==> config.mk <==
export PLATFORM = sky130hd
export DESIGN_NAME = rx_daddr_filter
export DESIGN_NICKNAME = d
export VERILOG_FILES = /design/src/rtl/daf_pkg.sv /design/src/rtl/daf_cfg_regs.sv /design/src/rtl/daf_addr_table.sv /design/src/rtl/daf_classify.sv /design/src/rtl/daf_decide_fsm.sv /design/src/rtl/rx_daddr_filter.sv
export SDC_FILE = /design/constraint.sdc
export NUM_CORES = 2
export LEC_CHECK = 0
export BUFFER_PORTS_ARGS = -buffer_cell sky130_fd_sc_hd__buf_2
export CORE_ASPECT_RATIO = 1.4
export CORE_MARGIN = 2
export CORE_UTILIZATION = 31
export CTS_CLUSTER_SIZE = 30
export DETAILED_ROUTE_END_ITERATION = 12
export HOLD_SLACK_MARGIN = 0.02
export PLACE_DENSITY = 0.56
export SLEW_MARGIN = 20
export SYNTH_ARGS = -nofsm -noshare
export SYNTH_HDL_FRONTEND = slang
export SYNTH_SLANG_ARGS = --single-unit
==> constraint.sdc <==
create_clock -name clk -period 3.2 [get_ports clk]
set_input_delay 0.16 -clock clk [delete_from_list [all_inputs] [get_ports clk]]
set_output_delay 0.16 -clock clk [all_outputs]
set_load 0.01 [all_outputs]
==> src/rtl/daf_pkg.sv <==
package daf_pkg;
    localparam int MAC_W    = 48;
    localparam int WORD_W   = 32;
    localparam int CTL_W    = 5;

    localparam int CTL_UNI  = 0;
    localparam int CTL_MULT = 1;
    localparam int CTL_BCST = 2;
    localparam int CTL_INV  = 3;
    localparam int CTL_CMP  = 4;

    localparam int GROUP_BIT = MAC_W - 8;

    typedef enum logic [1:0] {
        ST_IDLE   = 2'd0,
        ST_MATCH  = 2'd1,
        ST_REPORT = 2'd2
    } daf_state_e;

    typedef struct packed {
        logic uni;
        logic multi;
        logic bcast;
    } daf_class_t;
endpackage

==> src/rtl/daf_cfg_regs.sv <==
module daf_cfg_regs
    import daf_pkg::*;
#(
    parameter int NUM_ENTRIES = 21,
    parameter int CFG_AW      = 6
) (
    input  logic                   clk,
    input  logic                   rst_n,
    input  logic                   wr_en,
    input  logic [CFG_AW-1:0]      wr_addr,
    input  logic [NUM_ENTRIES-1:0] wr_bits,
    output logic [CTL_W-1:0]       ctrl_q,
    output logic [NUM_ENTRIES-1:0] en_q
);
    localparam logic [CFG_AW-1:0] CTRL_ADDR = CFG_AW'(0);
    localparam logic [CFG_AW-1:0] EN_ADDR   = CFG_AW'(1);

    always_ff @(posedge clk) begin
        if (!rst_n) begin
            ctrl_q <= '0;
        end else if (wr_en && wr_addr == CTRL_ADDR) begin
            ctrl_q <= wr_bits[CTL_W-1:0];
        end
    end

    always_ff @(posedge clk) begin
        if (!rst_n) begin
            en_q <= '0;
        end else if (wr_en && wr_addr == EN_ADDR) begin
            en_q <= wr_bits;
        end
    end
endmodule

==> src/rtl/daf_addr_table.sv <==
module daf_addr_table
    import daf_pkg::*;
#(
    parameter int NUM_ENTRIES = 21,
    parameter int CFG_AW      = 6
) (
    input  logic                   clk,
    input  logic                   rst_n,
    input  logic                   wr_en,
    input  logic [CFG_AW-1:0]      wr_addr,
    input  logic [WORD_W-1:0]      wr_data,
    input  logic [NUM_ENTRIES-1:0] en,
    input  logic [MAC_W-1:0]       probe,
    output logic                   hit
);
    localparam int HI_W = WORD_W;
    localparam int LO_W = MAC_W - WORD_W;

    logic [NUM_ENTRIES-1:0] hit_vec;

    for (genvar gi = 0; gi < NUM_ENTRIES; gi++) begin : g_entry
        localparam logic [CFG_AW-1:0] HI_ADDR = CFG_AW'(2 + 2 * gi);
        localparam logic [CFG_AW-1:0] LO_ADDR = CFG_AW'(3 + 2 * gi);

        logic [HI_W-1:0] hi_q;
        logic [LO_W-1:0] lo_q;

        always_ff @(posedge clk) begin
            if (!rst_n) begin
                hi_q <= '0;
            end else if (wr_en && wr_addr == HI_ADDR) begin
                hi_q <= wr_data;
            end
        end

        always_ff @(posedge clk) begin
            if (!rst_n) begin
                lo_q <= '0;
            end else if (wr_en && wr_addr == LO_ADDR) begin
                lo_q <= wr_data[WORD_W-1 -: LO_W];
            end
        end

        assign hit_vec[gi] = en[gi] && ({hi_q, lo_q} == probe);
    end

    assign hit = |hit_vec;
endmodule

==> src/rtl/daf_classify.sv <==
module daf_classify
    import daf_pkg::*;
(
    input  logic [MAC_W-1:0] addr,
    output daf_class_t       cls
);
    logic all_ones;
    logic group;

    always_comb begin
        all_ones  = &addr;
        group     = addr[GROUP_BIT];
        cls.bcast = all_ones;
        cls.multi = group && !all_ones;
        cls.uni   = !group;
    end
endmodule

==> src/rtl/daf_decide_fsm.sv <==
module daf_decide_fsm
    import daf_pkg::*;
(
    input  logic             clk,
    input  logic             rst_n,
    input  logic             da_valid,
    input  logic [MAC_W-1:0] da_addr,
    input  logic [CTL_W-1:0] ctrl,
    input  logic             table_hit,
    input  daf_class_t       cls,
    output logic [MAC_W-1:0] addr_q,
    output logic             decide_valid,
    output logic             decide_accept
);
    daf_state_e state_q;
    daf_state_e state_d;
    logic       accept_q;
    logic       accept_d;

    always_comb begin
        state_d = state_q;
        unique case (state_q)
            ST_IDLE:   if (da_valid) state_d = ST_MATCH;
            ST_MATCH:  state_d = ST_REPORT;
            ST_REPORT: state_d = ST_IDLE;
            default:   state_d = ST_IDLE;
        endcase
    end

    always_ff @(posedge clk) begin
        if (!rst_n) begin
            state_q <= ST_IDLE;
        end else begin
            state_q <= state_d;
        end
    end

    always_ff @(posedge clk) begin
        if (!rst_n) begin
            addr_q <= '0;
        end else if (state_q == ST_IDLE && da_valid) begin
            addr_q <= da_addr;
        end
    end

    always_comb begin
        accept_d = (ctrl[CTL_UNI]  && cls.uni)
                || (ctrl[CTL_MULT] && cls.multi)
                || (ctrl[CTL_BCST] && cls.bcast)
                || (ctrl[CTL_CMP]  && (table_hit ^ ctrl[CTL_INV]));
    end

    always_ff @(posedge clk) begin
        if (!rst_n) begin
            accept_q <= 1'b0;
        end else if (state_q == ST_MATCH) begin
            accept_q <= accept_d;
        end
    end

    always_comb begin
        decide_valid  = 1'b0;
        decide_accept = 1'b0;
        unique case (state_q)
            ST_IDLE:   ;
            ST_MATCH:  ;
            ST_REPORT: begin
                decide_valid  = 1'b1;
                decide_accept = accept_q;
            end
            default:   ;
        endcase
    end
endmodule

==> src/rtl/rx_daddr_filter.sv <==
module rx_daddr_filter
    import daf_pkg::*;
#(
    parameter int NUM_ENTRIES = 21,
    parameter int CFG_AW      = $clog2(2 + 2 * NUM_ENTRIES)
) (
    input  logic              clk,
    input  logic              rst_n,
    input  logic              cfg_wr_en,
    input  logic [CFG_AW-1:0] cfg_wr_addr,
    input  logic [31:0]       cfg_wr_data,
    input  logic              da_valid,
    input  logic [47:0]       da_addr,
    output logic              decide_valid,
    output logic              decide_accept
);
    logic [CTL_W-1:0]       ctrl_q;
    logic [NUM_ENTRIES-1:0] en_q;
    logic [MAC_W-1:0]       addr_q;
    logic                   table_hit;
    daf_class_t             cls;

    daf_cfg_regs #(.NUM_ENTRIES(NUM_ENTRIES), .CFG_AW(CFG_AW)) u_cfg (
        .clk     (clk),
        .rst_n   (rst_n),
        .wr_en   (cfg_wr_en),
        .wr_addr (cfg_wr_addr),
        .wr_bits (cfg_wr_data[NUM_ENTRIES-1:0]),
        .ctrl_q  (ctrl_q),
        .en_q    (en_q)
    );

    daf_addr_table #(.NUM_ENTRIES(NUM_ENTRIES), .CFG_AW(CFG_AW)) u_table (
        .clk     (clk),
        .rst_n   (rst_n),
        .wr_en   (cfg_wr_en),
        .wr_addr (cfg_wr_addr),
        .wr_data (cfg_wr_data),
        .en      (en_q),
        .probe   (addr_q),
        .hit     (table_hit)
    );

    daf_classify u_class (
        .addr (addr_q),
        .cls  (cls)
    );

    daf_decide_fsm u_fsm (
        .clk           (clk),
        .rst_n         (rst_n),
        .da_valid      (da_valid),
        .da_addr       (da_addr),
        .ctrl          (ctrl_q),
        .table_hit     (table_hit),
        .cls           (cls),
        .addr_q        (addr_q),
        .decide_valid  (decide_valid),
        .decide_accept (decide_accept)
    );
endmodule

==> reports/results.env <==
INITIAL_STANDARD_CELL_UTILIZATION_OF_THE_CORE=0.311
SYNTH-EDFF-COUNT=0
FINAL_SETUP_VIOLATION_COUNT=1
TIMING.CRITICAL_PATH.FANOUT_MAX=5
FINALCRITPERIODSHARE=1.00
AVGVIACOUNTPERCELL=5.30
SLEW_HEADROOM=0.229
REGISTER_AREA_SQ_UM=21800
VIAS=46600
VIOLATED_CHECKS='setup timing'
CTS.SINK_COUNT=1085
YS_TYPES=54
TRITONCTS='built'
TIMING_WORST_SLEW_PIN_VALUE_NS=1.16
DRC=0
MAXSLEWVIOLCOUNT=0
POST-SYNTH-TOP-AREA-FRACTION=0.412
STATUS='complete, but fails checks'
POWER_DENSITY_nW_PER_UM2=507
WIRE_LENGTH_OF_THE_FIRST_GLOBAL_ROUTING_PASS_MICRONS=329000
SYN_INST=6480
DIE_WIDTH_MICRONS=352
MAX_CLOCK_FREQ_GHz=0.311
FINAL_LAYOUT_SIZE_SUFFIX_GT1_FRAC=0.0954
YS_ASYNC_SR_FRACTION=0
GRT_ANTENNA_BEFORE_REPAIR=10
TIMING.CRITICAL_PATH.ARRIVAL_NS=3.85
YS_WARN_COUNT=0
CRITPATHREQUIREDTIME_NS=3.83
STARTPOINT_TYPE_OF_THE_WORST_SETUP_PATH='flop'
CTS_BUFFERS=105
DP_HPWL_MICRONS=144000
SYN-MEAN-INSTANCE-AREA_SQ_UM=8.13
VDD_IR_DROP_MAX_mV=0.391
DRT_ITER0_MARKERS=5446
SYNTH-SEQ-AREA-SHARE=0.412
FIN_SKEW_NS=0.0251
CRIT_TYPE='reg2reg'
FIN_WORST_HOLD_SLACK_NS=0.0718
CLK-INSERTION-DELAY-LATE_NS=0.74
OVERALL_ROUTED_NET_LENGTH_MICRONS=235000
HTREE_LEVELS=3
MAPPEDNETLISTNETS=6570
SYNTH.AREA.TOP_CELLS='dfxtp_1 41%, nand2_1 16%, a21boi_0 15%'
DRT-PASS1-ITER-COUNT=5
CELLLEAKAGEPOWER_nW=20.7
FIRST_GLOBAL_VIAS=44200
NETS=6540
FP-ROW-COUNT=179
POST_SYNTH_INSTANCE_AREA_SQ_UM=52700
FINALWORSTSETUPSLACK_NS=-0.0138
NUM_IO_PINS=92
GLOBAL_PLACER_S_FINAL_WEIGHTED_CONGESTION=0.933
SYNTH_TOP_CELL_BY_AREA='dfxtp_1'
POSTCTSSETUPREPAIRBUFS=0
CTS_MAX_PATH_BUFFERS=3
GRTUSAGETOTAL=0.262
RSZ0062_AT_GRT='no'
YS_SEQ_ELEMENTS=1085
FLOORPLAN.CORE_AREA_SQ_UM=169000
CAP_VIOLATIONS=0
N_FILL_CELL=17400
BUFFER_PORTS.INSERTED=91
MIN-DELAY-PATH-CLASS='in2reg'
GRT_OVERFLOW_TOTAL=0
DIE_HEIGHT_MICRONS=492
MULTI_INPUT_AREA_SQ_UM=28100
WORSTSETUPENDPOINTTYPE='flop'
DOMINANTREGCELLSYNTH='dfxtp_1'
DETAIL_ROUTE.WL_PER_CELL_MICRONS=26.7
HOLD_VIOL=0
MIN_PERIOD_NS=3.21
AREA_AFTER_DETAILED_PLACEMENT_SQ_UM=56300
ANTENNA_LEFT=0
GRT_START_MAX_NET_PINS=144
FINAL_CELLS=8801
PLACEDCELLCOUNT=8539
DIEAREA_SQ_UM=173000
FINALINSTANCEAREA_SQ_UM=60500
CLOCKROOTBUFFER='clkbuf_16'
LAYOUT-AREA-OVERHEAD-VS-SYNTH_PCT=14.8
CLK_PIN_SLEW_NS=0.07
[cell usage after synthesis (6+ instances only)]
library cell and n:
o2bb2ai_1 7, a221oi_1 12, buf_4 17, xnor2_1 542, dfxtp_1 1085, nor2b_1 6, nor2_1 57, xor2_1 395
inv_1 35, o22ai_1 28, nand2b_1 13, a21boi_0 1037, a21boi_1 45, o21ai_0 8, nand3_1 32, buf_6 58
inv_2 9, nor3_1 28, nor4_1 125, buf_2 94, clkbuf_1 389, nand4_1 171, nand2_1 2221
[where the power goes]
part,switching [mW],internal [mW]
registers,0.146,13.6
logic,2.51,1.29
clock network,5.86,7.23
[worst max-delay path: stages, from the launching register on]
cell      delay [ns]
dfxtp_2         0.60
xnor2_1         0.24
nand4_1         0.19
nor4_1          0.56
buf_4           0.20
nand4_1         0.29
buf_4           0.29
o22ai_1         0.16
a211oi_1        0.16
nand4_1         0.17
xnor2_1         0.12
o22ai_1         0.10
[metrics by stage]
stage | power (mW) | setup slack (ns) | setup TNS (ns) | utilization
after floorplan | 15.9 | 1.34 | 0 | -
after global placement | 17.7 | -0.380 | -0.380 | 0.332
after detailed placement | 17.7 | -0.311 | -0.311 | 0.332
after CTS | 30.6 | 0.00253 | 0 | 0.357
after global routing | 31.2 | 0.0221 | 0 | 0.357
final | 30.6 | -0.0138 | -0.0138 | 0.357
[metal layers]
metal  global-route usage  vias up  routed length [microns]
met2                0.417     2371                   105000
met3               0.0506      749                    20400
met1                0.319    22600                    90600
met5                    0        -                       61
li1                     -    20900                        -
met4                0.180       10                    18600
[cell type report]
type                            instances  area share
Clock inverter                         43     0.00726
Tap cell                             2262      0.0468
Sequential cell                      1085       0.360
Antenna cell                            1   0.0000414
Clock buffer                          152      0.0507
Multi-Input combinational cell       4783       0.465
Timing Repair Buffer                  430      0.0675
Inverter                               45     0.00279
[cells in the final DEF (no fill, tap or decap), types with 4 or more instances in the layout]
cell | synthesis | routed
o2bb2ai_1 | 7 | 7
clkinv_4 | 0 | 4
inv_1 | 35 | 35
nor4_1 | 125 | 123
clkinvlp_4 | 0 | 6
buf_12 | 0 | 72
nand2b_1 | 13 | 13
a221oi_1 | 12 | 12
buf_4 | 17 | 204
clkinv_2 | 0 | 23
a21boi_0 | 1037 | 1037
clkbuf_16 | 0 | 108
clkbuf_1 | 389 | 24
nor3_1 | 28 | 27
dlygate4sd3_1 | 0 | 66
xor2_1 | 395 | 395
a21boi_1 | 45 | 45
nand2_1 | 2221 | 2220
nor2_1 | 57 | 37
inv_2 | 9 | 9
nor4_2 | 3 | 4
o21ai_0 | 8 | 8
nand3_1 | 32 | 32
nand4_1 | 171 | 171
buf_2 | 94 | 87
nor2_2 | 0 | 20
o22ai_1 | 28 | 28
nor2b_1 | 6 | 6
a22oi_1 | 4 | 4
xnor2_1 | 542 | 542
o2111ai_1 | 4 | 4
dfxtp_1 | 1085 | 1037
bufinv_16 | 0 | 7
dfxtp_2 | 0 | 47
clkbuf_8 | 0 | 20
[state kept, by name, indices dropped and copies added, names as in the netlist]
name                  cells
u_table.g_entry.hi_q    672
u_table.g_entry.lo_q    336
u_fsm.addr_q             48
u_cfg.en_q               21
u_cfg.ctrl_q              5
u_fsm.state_q             2
u_fsm.accept_q            1
[kinds of logic after synthesis]
kind of cell	after synthesis	share of synthesized area
AO/OA/AOI/OAI	1171	0.167
XOR/XNOR	937	0.156
buffers and inverters	612	0.0560
flip-flops	1085	0.412
AND/OR/NAND/NOR	2675	0.209
[repair_timing]
item	4_1_cts	5_1_grt
setup endpoints to repair	1	1
hold buffers	66	0
resized for setup	1	2
hold endpoints to repair	255	0
[final timing paths]
kind / start / to / depth (start not counted) / slack (ns)
setup reg to reg: u_fsm.addr_q[33] / u_fsm.accept_q / 11 / -0.01
hold reg to reg: u_table.g_entry[7].hi_q[23] / u_table.g_entry[7].hi_q[23] / 2 / 0.46
hold / removal: cfg_wr_data[18] / u_table.g_entry[1].lo_q[2] / 3 / 0.07
setup / recovery: u_fsm.addr_q[33] / u_fsm.accept_q / 11 / -0.01
Power figures use the tool's default switching activity.
